===== src/rtl/divcfg_pkg.sv =====
package divcfg_pkg;
  parameter int unsigned FB_W = 7;
  parameter int unsigned PD_W = 2;
  parameter int unsigned TS_W = 3;
  localparam int unsigned WORD_W = TS_W + PD_W + FB_W;

  // field order matches the serial stream: select first, feedback last
  typedef struct packed {
    logic [TS_W-1:0] tsel;
    logic [PD_W-1:0] pdiv;
    logic [FB_W-1:0] fb;
  } cfg_t;

  localparam cfg_t CFG_RST = '{tsel: '0, pdiv: '1, fb: '1};
endpackage


===== src/rtl/divcfg_rstsync.sv =====
module divcfg_rstsync #(
  parameter int unsigned STAGES = 2
) (
  input  logic clk,
  input  logic rst_n,
  output logic rst_q
);
  logic [STAGES-1:0] pipe_q;
  logic [STAGES-1:0] pipe_d;

  always_comb begin
    pipe_d = {pipe_q[STAGES-2:0], 1'b1};
  end

  always_ff @(posedge clk or negedge rst_n) begin
    if (!rst_n) pipe_q <= '0;
    else        pipe_q <= pipe_d;
  end

  assign rst_q = pipe_q[STAGES-1];
endmodule


===== src/rtl/divcfg_edge.sv =====
module divcfg_edge (
  input  logic clk,
  input  logic rst_n,
  input  logic lvl,
  output logic rise
);
  logic prev_q;

  always_ff @(posedge clk or negedge rst_n) begin
    if (!rst_n) prev_q <= 1'b0;
    else        prev_q <= lvl;
  end

  assign rise = lvl & ~prev_q;
endmodule


===== src/rtl/divcfg_shifter.sv =====
module divcfg_shifter #(
  parameter int unsigned W = 12
) (
  input  logic         clk,
  input  logic         rst_n,
  input  logic         shift_en,
  input  logic         din,
  output logic [W-1:0] word
);
  logic [W-1:0] sr_q;
  logic [W-1:0] sr_d;

  always_comb begin
    sr_d = {sr_q[W-2:0], din};
  end

  always_ff @(posedge clk or negedge rst_n) begin
    if (!rst_n)        sr_q <= '0;
    else if (shift_en) sr_q <= sr_d;
  end

  assign word = sr_q;
endmodule


===== src/rtl/divcfg_regs.sv =====
module divcfg_regs
  import divcfg_pkg::*;
(
  input  logic              clk,
  input  logic              rst_n,
  input  logic              par_ld,
  input  logic              ser_ld,
  input  logic [FB_W-1:0]   par_m,
  input  logic [PD_W-1:0]   par_n,
  input  logic [WORD_W-1:0] word,
  output cfg_t              cfg
);
  cfg_t cfg_q;
  cfg_t cfg_d;
  logic load_en;

  // parallel path first: while its strobe is low, the serial path is ignored
  always_comb begin
    cfg_d   = cfg_q;
    load_en = 1'b0;
    if (!par_ld) begin
      load_en    = 1'b1;
      cfg_d.fb   = par_m;
      cfg_d.pdiv = par_n;
      cfg_d.tsel = '0;
    end else if (ser_ld) begin
      load_en = 1'b1;
      cfg_d   = cfg_t'(word);
    end
  end

  always_ff @(posedge clk or negedge rst_n) begin
    if (!rst_n)       cfg_q <= CFG_RST;
    else if (load_en) cfg_q <= cfg_d;
  end

  assign cfg = cfg_q;
endmodule


===== src/rtl/divcfg_port.sv =====
module divcfg_port
  import divcfg_pkg::*;
(
  input  logic            clk,
  input  logic            rst_n,
  input  logic            ser_clk,
  input  logic            ser_din,
  input  logic            ser_ld,
  input  logic            par_ld,
  input  logic [FB_W-1:0] par_m,
  input  logic [PD_W-1:0] par_n,
  output logic [FB_W-1:0] m_val,
  output logic [PD_W-1:0] n_code,
  output logic [TS_W-1:0] t_sel,
  output logic            ser_out
);
  logic              rst_q;
  logic              sclk_rise;
  logic [WORD_W-1:0] sr_word;
  cfg_t              cfg;

  divcfg_rstsync #(.STAGES(2)) u_rst (
    .clk   (clk),
    .rst_n (rst_n),
    .rst_q (rst_q)
  );

  divcfg_edge u_sclk (
    .clk   (clk),
    .rst_n (rst_q),
    .lvl   (ser_clk),
    .rise  (sclk_rise)
  );

  divcfg_shifter #(.W(WORD_W)) u_shift (
    .clk      (clk),
    .rst_n    (rst_q),
    .shift_en (sclk_rise),
    .din      (ser_din),
    .word     (sr_word)
  );

  divcfg_regs u_regs (
    .clk    (clk),
    .rst_n  (rst_q),
    .par_ld (par_ld),
    .ser_ld (ser_ld),
    .par_m  (par_m),
    .par_n  (par_n),
    .word   (sr_word),
    .cfg    (cfg)
  );

  assign m_val   = cfg.fb;
  assign n_code  = cfg.pdiv;
  assign t_sel   = cfg.tsel;
  assign ser_out = sr_word[WORD_W-1];
endmodule


===== config.mk =====
export PLATFORM = sky130hd
export DESIGN_NAME = divcfg_port
export DESIGN_NICKNAME = d
export VERILOG_FILES = /design/src/rtl/divcfg_pkg.sv /design/src/rtl/divcfg_rstsync.sv /design/src/rtl/divcfg_edge.sv /design/src/rtl/divcfg_shifter.sv /design/src/rtl/divcfg_regs.sv /design/src/rtl/divcfg_port.sv
export SDC_FILE = /design/constraint.sdc
export NUM_CORES = 1
export LEC_CHECK = 0
export BUFFER_PORTS_ARGS = -buffer_cell sky130_fd_sc_hd__buf_2
export CORE_UTILIZATION = 54
export DETAILED_ROUTE_END_ITERATION = 7
export GPL_TIMING_DRIVEN = 0
export PLACE_DENSITY = 0.81
export SLEW_MARGIN = 20
export SYNTH_ARGS = -nofsm -noshare
export SYNTH_HDL_FRONTEND = slang
export SYNTH_SLANG_ARGS = --single-unit

===== constraint.sdc =====
create_clock -name clk -period 2.2 [get_ports clk]
set_clock_uncertainty 0.05 [all_clocks]
set_input_delay 0.22 -clock clk [delete_from_list [all_inputs] [get_ports clk]]
set_output_delay 0.22 -clock clk [all_outputs]
set_load 0.02 [all_outputs]

# After elaboration in Yosys (flattened, before gate mapping)
# Index checks and enable logic that the tools add are counted.
# word_totals
register_bits,27
input_bits,15
# op_classes
bitwise,2
n_reduce_logical,1
mux,4
eq_ne,1
# ops
operator,n
two-way mux 12 bit,2
two-way mux 1 bit,2
inequality test 2 bit (second input constant),1
AND reduction 2 bit,1
AND 1 bit,1
NOT 1 bit,1

# Longest topological paths before layout
# Gate-level depths: netlist (run 1).
# depth
depth_word,3
ltp_mapped,3
mapped_depth_nobuf,2

# Modules after synthesis
# A second synthesis (run 1) with hierarchy kept.
# hier_totals
hier_cells,78
area_unflattened_um2,1124.8
# modules_own_cells
mod,cells_each,area_each_um2,seq_area_each_um2,instances
divcfg_regs,48,548.0,311.5,1
divcfg_shifter,25,484.2,300.3,1
divcfg_rstsync,3,53.8,50.0,1
divcfg_edge,2,38.8,25.0,1

# Least setup slack after synthesis (run 1)
# Ideal clock, no wire load.
# synth_timing
path_type,flip-flop to flip-flop
startpoint,register u_sclk.prev_q
endpoint,"register u_shift.sr_q[0], in the netlist u_shift.word[0]"
t_required_ps,2025
period_less_slack_ps,1146
t_arrival_ps,971
n_path_buf,1
path_stages_with_launch,4
slack_ps,1054
path_cell_list,dfrtp_1 nor2b_4 buf_6 mux2_2
# synth_via
elab_chain_len,2
# synth_rtl
element,line_no,rtl
"start, declared",divcfg_edge.sv:7,logic prev_q;
"start signal, assigned",divcfg_edge.sv:11,else prev_q <= lvl;
NOT 1 bit,divcfg_edge.sv:14,assign rise = lvl & ~prev_q;
AND 1 bit,divcfg_edge.sv:14,
"end signal, assigned",divcfg_shifter.sv:19,else if (shift_en) sr_q <= sr_d;
"end, declared",divcfg_shifter.sv:10,logic [W-1:0] sr_q;
# No other way between the ends.
# A chain may end at the register's enable or synchronous reset.

# Final worst setup path (run 1)
# layout_timing
startpoint,input ser_clk
endpoint,"register u_shift.sr_q[10], in the netlist u_shift.word[10]"
# layout_via
elab_chain_len,1
# layout_rtl
element,line_no,rtl
"start, declared",divcfg_port.sv:6,"input logic ser_clk,"
AND 1 bit,divcfg_edge.sv:14,
# No other way between the ends.

==> results of run 1 <==
==> worst register-to-register path, cell delays in order, from the launching register on <==
cell,delay [ns]
dfrtp_1,0.43
nor2b_4,0.16
buf_6,0.17
mux2_2,0.35
==> power by group through the flow <==
| stage | logic (W) | clock network [W] | registers (W) |
|---|---|---|---|
| after floorplan | 0.000171 | 0 | 0.000799 |
| after global placement | 0.000307 | 0 | 0.000753 |
| after detailed placement | 0.000319 | 0 | 0.000763 |
| after CTS | 0.000325 | 0.000212 | 0.000755 |
| after global routing | 0.000353 | 0.000225 | 0.000773 |
| final | 0.000321 | 0.000208 | 0.000755 |
==> layer usage <==
metal  wire length (um)  track usage
met5                  0            0
met1                852        0.238
met2                953        0.353
met3                 62       0.0346
met4                 31        0.103
==> state kept, by name, indices dropped and copies added (netlist names) <==
name	flops
u_sclk.prev_q	1
u_regs.cfg	12
u_shift.word	12
u_rst.pipe_q	2
==> synthesized netlist by cell type (all sizes together) <==
| cell type | instances |
|---|---|
| mux2i | 12 |
| buf | 2 |
| nor2 | 9 |
| dfstp | 9 |
| conb | 1 |
| nor2b | 4 |
| dfrtp | 18 |
| clkbuf | 2 |
| a21oi | 9 |
| mux2 | 12 |
==> layout make-up <==
type,instances,share of cell area
Tap cell,25,0.0241
Clock buffer,4,0.0202
Timing Repair Buffer,29,0.119
Multi-Input combinational cell,47,0.285
Buffer,4,0.0231
Sequential cell,27,0.528
==> how the worst max path moves through the flow <==
| stage | cells after the start | slack (ns) | endpoint |
|---|---|---|---|
| 4_1_cts | 5 | 0.79 | u_shift.word[10]$_DFFE_PN0P_ |
| 2_1_floorplan | 3 | 1.05 | u_shift.word[0]$_DFFE_PN0P_ |
| 5_1_grt | 5 | 0.79 | u_shift.word[10]$_DFFE_PN0P_ |
| 3_5_place_dp | 3 | 0.96 | u_shift.word[10]$_DFFE_PN0P_ |
| 6_report | 5 | 0.82 | u_shift.word[10]$_DFFE_PN0P_ |
| 3_3_place_gp | 3 | 1.02 | u_shift.word[6]$_DFFE_PN0P_ |
==> what timing repair did <==
item | in CTS | in global routing
resized for setup | 0 | 0
hold endpoints to repair | 3 | 0
hold buffers | 2 | 0
==> per-stage QoR <==
stage,worst slack [ns],instances,utilization,area [sq um],total power (W)
3_5_place_dp,0.963,130,0.696,1250,0.00108
4_1_cts,0.794,136,0.722,1300,0.00129
3_3_place_gp,1.02,130,0.696,1250,0.00106
6_report,0.816,136,0.722,1300,0.00128
5_1_grt,0.792,136,0.722,1300,0.00135
2_1_floorplan,1.05,78,-,1090,0.000969
==> cell families (layout without fill, tap and decap cells) <==
kind of cell	count (synthesis)	in the layout	share of synthesized area
DFF	27	27	0.632
muxes	24	24	0.235
and+or+nand+nor	13	13	0.0610
AOI/OAI and AO/OA	9	9	0.0414
buffers and inverters	4	37	0.0276
other	1	1	0.00345
==> metrics.md, run 1 <==
| Metric | Value |
|---|---|
| Cells after Synth | `78` |
| 1st-pass router iterations | `4` |
| Slowest CP cell | `dlygate4sd3_1` |
| Area share of the largest cell type after synthesis | `0.414` |
| Pint | `0.000890 W` |
| CP top delay family | `buffers and inverters` |
| Layout cell share with drive strength beyond 1 | `0.486` |
| Setup CP Type | `in2reg` |
| DIE AREA | `2200 sq um` |
| # diodes | `0` |
| Port buffer count | `27` |
| Clk_lat worst skew | `0.32 ns` |
| Worst path bufs/invs | `3` |
| Via density | `5.10` |
| CP max FO | `10` |
| R2R cell count | `3` |
| CTS tree | `yes` |
| Area occupied by multi-input gates | `370 sq um` |
| Routed length per instance | `14.0 um` |
| Vias in the first global route | `661` |
| Leak | `0.627 nW` |
| I/O pin cnt | `28` |
| Endpoints failing setup | `0` |
| Worst Setup SP | `ser_clk` |
| Reg area | `687 sq um` |
| CP Data Arrival Time | `1.55 ns` |
| Commonest non-fill, non-tap cell in the layout | `buf_2` |
| Seq cells post-synth | `27` |
| Nets | `127` |
| # clock sinks | `27` |
| Placeable Area | `1800 sq um` |
| Most frequent cells in the layout | `buf_2, dfrtp_1, mux2_2, mux2i_1` |
| CTS root buf | `clkbuf_4` |
| Comb power frac | `0.250` |
| Hold Path Class | `in2reg` |
| H-tree depth | `1` |
| Clk buf depth | `2` |
| Area Overhead vs Synth | `19.6%` |
| Psw | `0.000394 W` |
| Die Span Y | `46.9 um` |
| Drt total wl | `1.90 mm` |
| Setup TNS Final | `0 ns` |
| CP Launch Type | `input pin` |
| DRT iter0 DRCs | `13` |
| Reg2reg setup slack | `0.94 ns` |
| CP required | `2.37 ns` |
| Syn_nets | `93` |
| CTS Buf Count | `3` |
| Crit share post-route | `0.629` |
| Clk slew on worst S/H paths | `0.13 ns` |
| Reg power frac | `0.588` |
| RSZ-0062 raised after global routing | `no` |
| Global-route congestion overflow total | `0` |
| PwrDens | `988 nW/um^2` |
| Slew Limit Fails | `0` |
| Largest area contributor in the netlist | `dfrtp_1` |
| Mapped cell area | `1090 sq um` |
| Fillers | `131` |
| Via count | `693` |
| Power share of the clock group | `0.162` |
| Relative slew slack | `0.374` |
| Die Wd | `46.9 um` |
| Final min period | `1.38 ns` |
| Site row count | `15` |
| Largest cells by area after synthesis | `dfrtp_1, dfstp_2, mux2_2, mux2i_1, a21oi_1` |
| GPL Wtd Cong | `0.681` |
| Syn Area/Cell | `13.9 sq um` |
| HP Start | `par_m[1]` |
| Global Route Usage Sum | `0.202` |
| Sw frac | `0.307` |
| Antenna Violating Nets Remaining | `0` |
| R2R Path End | `u_shift.word[10]$_DFFE_PN0P_` |
| Endpoint type of the worst setup path | `flop` |
| Distinct cell type count after synthesis | `11` |
| CP Cell Sequence | `dlygate4sd3_1 -> buf_2 -> nor2b_4 -> buf_6 -> mux2_2` |
| First-pass GRT wire length | `2.93 mm` |
| Final hold slack | `0.0516 ns` |
| Largest net degree at the start of global routing | `26` |
| Max incr delay on CP | `0.52 ns` |
| Effective utilization at floorplan | `0.603` |
| Final Hold Violating Endpoints | `0` |
| # Post-CTS Setup Buffers | `0` |
| Register area share after synthesis | `0.632` |
| Hpwl dp | `1.25 mm` |
| Hold path depth | `3` |
| Maximum VDD drop | `0.000500 V` |
| DRC viols | `0` |
| Maxcap violations | `0` |
| Synth warnings | `0` |
| Worst r2r src | `u_sclk.prev_q$_DFF_PN0_` |
| Worst slew pin tran | `0.938 ns` |
| Status | `completed` |
| Peak Freq | `722 MHz` |
| Antenna violations before repair | `0` |
| Min-Delay Endpoint | `u_regs.cfg[1]$_DFFE_PN1P_` |
Power figures use the tool's default switching activity.
==> run 2: changes to the inputs <==
--- a/config.mk
+++ b/config.mk
@@ -6,10 +6,10 @@
 export NUM_CORES = 1
 export LEC_CHECK = 0
 export BUFFER_PORTS_ARGS = -buffer_cell sky130_fd_sc_hd__buf_2
-export CORE_UTILIZATION = 54
+export CORE_UTILIZATION = 50
 export DETAILED_ROUTE_END_ITERATION = 7
 export GPL_TIMING_DRIVEN = 0
-export PLACE_DENSITY = 0.81
+export PLACE_DENSITY = 0.76
 export SLEW_MARGIN = 20
 export SYNTH_ARGS = -nofsm -noshare
 export SYNTH_HDL_FRONTEND = slang
==> constraint.sdc (replaced) <==
create_clock -name clk -period 1.3 [get_ports clk]
set_clock_uncertainty 0.05 [all_clocks]
set_input_delay 0.13 -clock clk [delete_from_list [all_inputs] [get_ports clk]]
set_output_delay 0.13 -clock clk [all_outputs]
set_load 0.02 [all_outputs]
==> metrics.md, run 2 (synthesized netlist as in run 1, its figures left out) <==
| Metric | Value |
|---|---|
| Endpoint type of the worst setup path | `flop` |
| Die Wd | `48.6 um (+3.8%)` |
| Commonest non-fill, non-tap cell in the layout | `buf_2` |
| PwrDens | `1540 nW/um^2 (+56%)` |
| Via count | `749 (+8.1%)` |
| Peak Freq | `774 MHz` |
| Clk slew on worst S/H paths | `0.13 ns (about the same)` |
| Vias in the first global route | `812 (+23%)` |
| Port buffer count | `27 (unchanged)` |
| CP Launch Type | `input pin` |
| HP Start | `par_m[4]` |
| CP max FO | `5 (-5)` |
| Placed cells | `132 (+1.5%)` |
| CTS root buf | `clkbuf_4` |
| Setup WS pre-CTS | `0.0857 ns (-0.878 ns)` |
| Global Route Usage Sum | `0.198 (-0.00381)` |
| Die Span Y | `48.6 um (+3.8%)` |
| Final min period | `1.29 ns` |
| DIE AREA | `2360 sq um (+7.7%)` |
| Placeable Area | `2000 sq um (+11%)` |
| Drt total wl | `2.07 mm (+9.2%)` |
| DRC viols | `0 (unchanged)` |
| Antenna Violating Nets Remaining | `0 (unchanged)` |
| Final Hold Violating Endpoints | `0 (unchanged)` |
| # diodes | `0 (unchanged)` |
| Antenna violations before repair | `0 (unchanged)` |
| Slew Limit Fails | `0 (unchanged)` |
| Final cell count without fillers | `151 (+11%)` |
| Setup TNS Final | `0 ns (unchanged)` |
| CTS Buf Count | `3 (unchanged)` |
| Leak | `0.684 nW (+9.1%)` |
| Reg2reg setup slack | `0.06 ns (-0.88 ns)` |
| Endpoints failing setup | `0 (unchanged)` |
| Worst setup margin | `0.00877 ns (-0.807 ns)` |
| R2R cell count | `3 (unchanged)` |
| R2R Path End | `u_shift.word[9]$_DFFE_PN0P_` |
| Crit share post-route | `0.993` |
| Nets | `140 (+10%)` |
| Worst r2r src | `u_sclk.prev_q$_DFF_PN0_` |
| Via density | `4.96 (-2.7%)` |
| Maximum VDD drop | `0.00122 V (+140%)` |
| First-pass GRT wire length | `3.51 mm (+20%)` |
| CTS tree | `yes` |
| Hold path depth | `3 (unchanged)` |
| GPL Wtd Cong | `0.736 (+8.1%)` |
| Worst Setup SP | `ser_clk` |
| CP required | `1.47 ns (-0.90 ns)` |
| Setup CP Type | `in2reg` |
| Clk buf depth | `2 (unchanged)` |
| Largest net degree at the start of global routing | `26 (unchanged)` |
| Layout cell share with drive strength beyond 1 | `0.460 (-0.0268)` |
| Maxcap violations | `0 (unchanged)` |
| Effective utilization at floorplan | `0.543 (-0.0603)` |
| Relative slew slack | `0.374 (about the same)` |
| Tot Pwr | `0.00220 W (+71%)` |
| CP Data Arrival Time | `1.46 ns (-0.09 ns)` |
| DRT iter0 DRCs | `0 (-13)` |
| # clock sinks | `27 (unchanged)` |
| H-tree depth | `1 (unchanged)` |
| 1st-pass router iterations | `1 (-3)` |
| Worst slew pin tran | `0.938 ns (-0.000100 ns)` |
| Hpwl dp | `1.34 mm (+7.1%)` |
| Site row count | `16 (+1)` |
| Hold Path Class | `in2reg` |
| Crit path capture | `u_shift.word[9]$_DFFE_PN0P_` |
| Area Overhead vs Synth | `31.1%` |
| Status | `completed` |
| Most frequent cells in the layout | `buf_2, dfrtp_1, mux2_2, mux2i_1, dlygate4sd3_1` |
| I/O pin cnt | `28 (unchanged)` |
| Clk_lat worst skew | `0.31 ns (about the same)` |
| Global-route congestion overflow total | `0 (unchanged)` |
| Routed length per instance | `13.7 um (-1.7%)` |
[run 2: repair_timing]
| action | in CTS | in global routing |
|---|---|---|
| setup buffers | 0 | 2 |
| hold buffers | 12 | 0 |
| endpoints found under the setup margin | 0 | 9 |
| resized for setup | 0 | 1 |
| endpoints found under the hold margin | 13 | 0 |
[run 2: power by group]
group	switching [W]	internal, W	total (W)
registers	0.000175	0.00110	0.00128
clock network	0.000221	0.000120	0.000341
logic	0.000273	0.000307	0.000580
total	0.000668	0.00153	0.00220
[run 2: metrics by stage]
step                hold WS (ns)  cell area (sq um)   util
floorplan                 -0.216               1090      -
detailed placement        -0.131               1260  0.628
finish                    0.0211               1430  0.712
global route             0.00246               1430  0.712
global placement          -0.136               1260  0.628
CTS                      0.00132               1400  0.701
[run 2: worst min-delay path by stage]
stage / end / slack (ns)
2_1_floorplan: u_rst.pipe_q[0]$_DFF_PN0_ / -0.22
3_3_place_gp: u_rst.pipe_q[0]$_DFF_PN0_ / -0.14
3_5_place_dp: u_rst.pipe_q[1]$_DFF_PN0_ / -0.13
4_1_cts: u_regs.cfg[4]$_DFFE_PN1P_ / 0.001
5_1_grt: u_regs.cfg[4]$_DFFE_PN1P_ / 0.002
6_report: u_regs.cfg[4]$_DFFE_PN1P_ / 0.02
[run 2: cell type report]
class | instances | area [sq um]
Buffer | 4 | 30.0
Clock buffer | 4 | 26.3
Fill cell | 143 | 577
Multi-Input combinational cell | 47 | 370
Sequential cell | 27 | 687
Tap cell | 27 | 33.8
Timing Repair Buffer | 42 | 278
[run 2: per-layer routing]
layer  up-vias  GRT usage  wire (um)
li1        358          -          -
met1       372      0.217        835
met2        17      0.373       1150
met3         2     0.0566         79
met4         0     0.0441         13
met5         -          0          0
[run 2: critical path: stages]
cell and delay (ns):
dlygate4sd3_1 0.52, buf_2 0.11, nor2b_4 0.19, buf_4 0.17, mux2_2 0.34
==> run 3: changes to the inputs <==
--- a/config.mk
+++ b/config.mk
@@ -6,10 +6,10 @@
 export NUM_CORES = 1
 export LEC_CHECK = 0
 export BUFFER_PORTS_ARGS = -buffer_cell sky130_fd_sc_hd__buf_2
-export CORE_UTILIZATION = 50
+export CORE_UTILIZATION = 45
 export DETAILED_ROUTE_END_ITERATION = 7
 export GPL_TIMING_DRIVEN = 0
-export PLACE_DENSITY = 0.76
+export PLACE_DENSITY = 0.7
 export SLEW_MARGIN = 20
 export SYNTH_ARGS = -nofsm -noshare
 export SYNTH_HDL_FRONTEND = slang
==> metrics.md, run 3 (synthesized netlist as in run 1, its figures left out) <==
| Metric | Value |
|---|---|
| Nets | `137 (-2.1%)` |
| CP max FO | `10 (+5)` |
| Post-Layout Inst Area | `1400 sq um (-1.5%)` |
| Clk_lat worst skew | `0.32 ns (about the same)` |
| Drt total wl | `1.89 mm (-8.9%)` |
| Area after DPL | `1260 sq um (+0.10%)` |
| 1st-pass router iterations | `3 (+2)` |
| Clk buf depth | `2 (unchanged)` |
| Final Hold Violating Endpoints | `0 (unchanged)` |
| Endpoints failing setup | `0 (unchanged)` |
| Relative slew slack | `0.366 (-0.00815)` |
| Vias in the first global route | `723 (-11%)` |
| # clock sinks | `27 (unchanged)` |
| Clk slew on worst S/H paths | `0.13 ns (about the same)` |
| Psw | `0.000654 W (-2.2%)` |
| CTS tree | `yes` |
| Comb power frac | `0.257 (-0.007)` |
| CP Data Arrival Time | `1.44 ns (-0.02 ns)` |
| # diodes | `0 (unchanged)` |
| Sw frac | `0.300 (-0.00380)` |
| Endpoint type of the worst setup path | `flop` |
| Antenna violations before repair | `0 (unchanged)` |
| DRT iter0 DRCs | `1 (+1)` |
| GPL Wtd Cong | `0.667 (-9.4%)` |
| Area occupied by multi-input gates | `370 sq um (unchanged)` |
| RSZ-0062 raised after global routing | `yes` |
| Port buffer count | `27 (unchanged)` |
| Final min period | `1.28 ns (-0.0115 ns)` |
| Via density | `4.82 (-2.9%)` |
| Global Route Usage Sum | `0.165 (-0.0333)` |
| Routed length per instance | `12.7 um (-7.6%)` |
| Power share of the clock group | `0.161 (+0.006)` |
| Hold Path Class | `in2reg` |
| Maxcap violations | `0 (unchanged)` |
| Placed cells | `133 (+0.76%)` |
| Largest net degree at the start of global routing | `26 (unchanged)` |
| Placeable Area | `2250 sq um (+13%)` |
| PwrDens | `1550 nW/um^2 (+0.54%)` |
| Hpwl dp | `1.26 mm (-6.1%)` |
| Pint | `0.00152 W (-0.42%)` |
| Setup CP Type | `in2reg` |
| H-tree depth | `1 (unchanged)` |
| CP required | `1.46 ns (about the same)` |
| Die Span Y | `51.2 um (+5.2%)` |
| Crit share post-route | `0.984 (-0.00882)` |
| Peak Freq | `781 MHz (+0.90%)` |
| Slew Limit Fails | `0 (unchanged)` |
| # Post-CTS Setup Buffers | `0 (unchanged)` |
| I/O pin cnt | `28 (unchanged)` |
| Status | `completed` |
| Post-layout util | `0.623 (-0.0892)` |
| DIE AREA | `2620 sq um (+11%)` |
| Effective utilization at floorplan | `0.482 (-0.0609)` |
| CP Launch Type | `input pin` |
| Site row count | `17 (+1)` |
| Leak | `0.668 nW (-2.3%)` |
| DRC viols | `0 (unchanged)` |
| Die Wd | `51.2 um (+5.2%)` |
| Worst slew pin tran | `0.951 ns (+0.0122 ns)` |
| Layout cell share with drive strength beyond 1 | `0.446 (-0.0134)` |
| Area Overhead vs Synth | `29.1%` |
| Maximum VDD drop | `0.000849 V (-31%)` |
| CTS root buf | `clkbuf_4` |
| Global-route congestion overflow total | `0 (unchanged)` |
| Reg area | `687 sq um (unchanged)` |
| Post-cts sizing count | `0 (unchanged)` |
| Final cell count without fillers | `149 (-1.3%)` |
| CTS Buf Count | `3 (unchanged)` |
| Reg power frac | `0.582 (about the same)` |
| Fillers | `203 (+42%)` |
| Antenna Violating Nets Remaining | `0 (unchanged)` |
| Most frequent cells in the layout | `buf_2, dfrtp_1, mux2_2, mux2i_1, dlygate4sd3_1` |
| Via count | `718 (-4.1%)` |
| Commonest non-fill, non-tap cell in the layout | `buf_2` |
| First-pass GRT wire length | `3.08 mm (-12%)` |
==> run 3: cell types whose count changed in the layout (fill, tap and decap cells not counted), sizes merged <==
cell,before,now
buf,32,29
==> run 3: metal layers <==
layer  up-vias  share of wire  global-route usage
met3         2          0.029              0.0208
met2        13           0.50               0.279
li1        352              -                   -
met1       351           0.47               0.206
met5         -              0                   0
met4         0         0.0085              0.0833
==> run 3: path summary, 6_finish.rpt <==
path	from	end	slack (ns)	cells after the start
worst max register to register	u_sclk.prev_q$_DFF_PN0_	u_shift.word[0]$_DFFE_PN0P_	0.07	3
worst min-delay path	par_ld	u_regs.cfg[11]$_DFFE_PN0P_	0.01	2
worst min register to register	u_rst.pipe_q[0]$_DFF_PN0_	u_rst.pipe_q[1]$_DFF_PN0_	0.32	0
min in group asynchronous	rst_n	u_rst.pipe_q[1]$_DFF_PN0_	0.05	2
max in group asynchronous	u_rst.pipe_q[1]$_DFF_PN0_	u_regs.cfg[10]$_DFFE_PN0P_	0.27	0
worst max-delay path	ser_clk	u_shift.word[0]$_DFFE_PN0P_	0.02	5
==> run 3: power groups by stage <==
| stage | combinational, W | clock, W | sequential, W |
|---|---|---|---|
| CTS | 0.000566 | 0.000369 | 0.00127 |
| global placement | 0.000522 | 0 | 0.00128 |
| finish | 0.000559 | 0.000351 | 0.00127 |
| floorplan | 0.000289 | 0 | 0.00135 |
| detailed placement | 0.000537 | 0 | 0.00129 |
| global route | 0.000609 | 0.000392 | 0.00130 |
==> run 3: cell type report <==
class | instances | area share
repair buffers | 39 | 0.182
plain buffers | 4 | 0.0214
multi-input cells | 47 | 0.264
clock buffers | 4 | 0.0187
flip-flops and latches | 27 | 0.489
well taps | 28 | 0.0250
==> run 3: repair_timing <==
item | 4_1_cts | 5_1_grt
endpoints found under the hold margin | 13 | 0
hold buffers | 12 | 0
setup endpoints to repair | 0 | 3
==> run 3: stage by stage <==
stage                     hold slack (ns)  worst slack (ns)  setup TNS (ns)  power, W
final                              0.0104            0.0202               0   0.00218
after global routing              0.00411          -0.00858         -0.0192   0.00231
after CTS                         0.00209            0.0531               0   0.00220
after global placement             -0.136             0.107               0   0.00180
after detailed placement           -0.134            0.0999               0   0.00182
after floorplan                    -0.216             0.154               0   0.00164
==> run 3: critical path, cell delays in order <==
cell	delay, ns
dlygate4sd3_1	0.53
buf_2	0.11
nor2b_4	0.16
buf_6	0.16
mux2_2	0.34
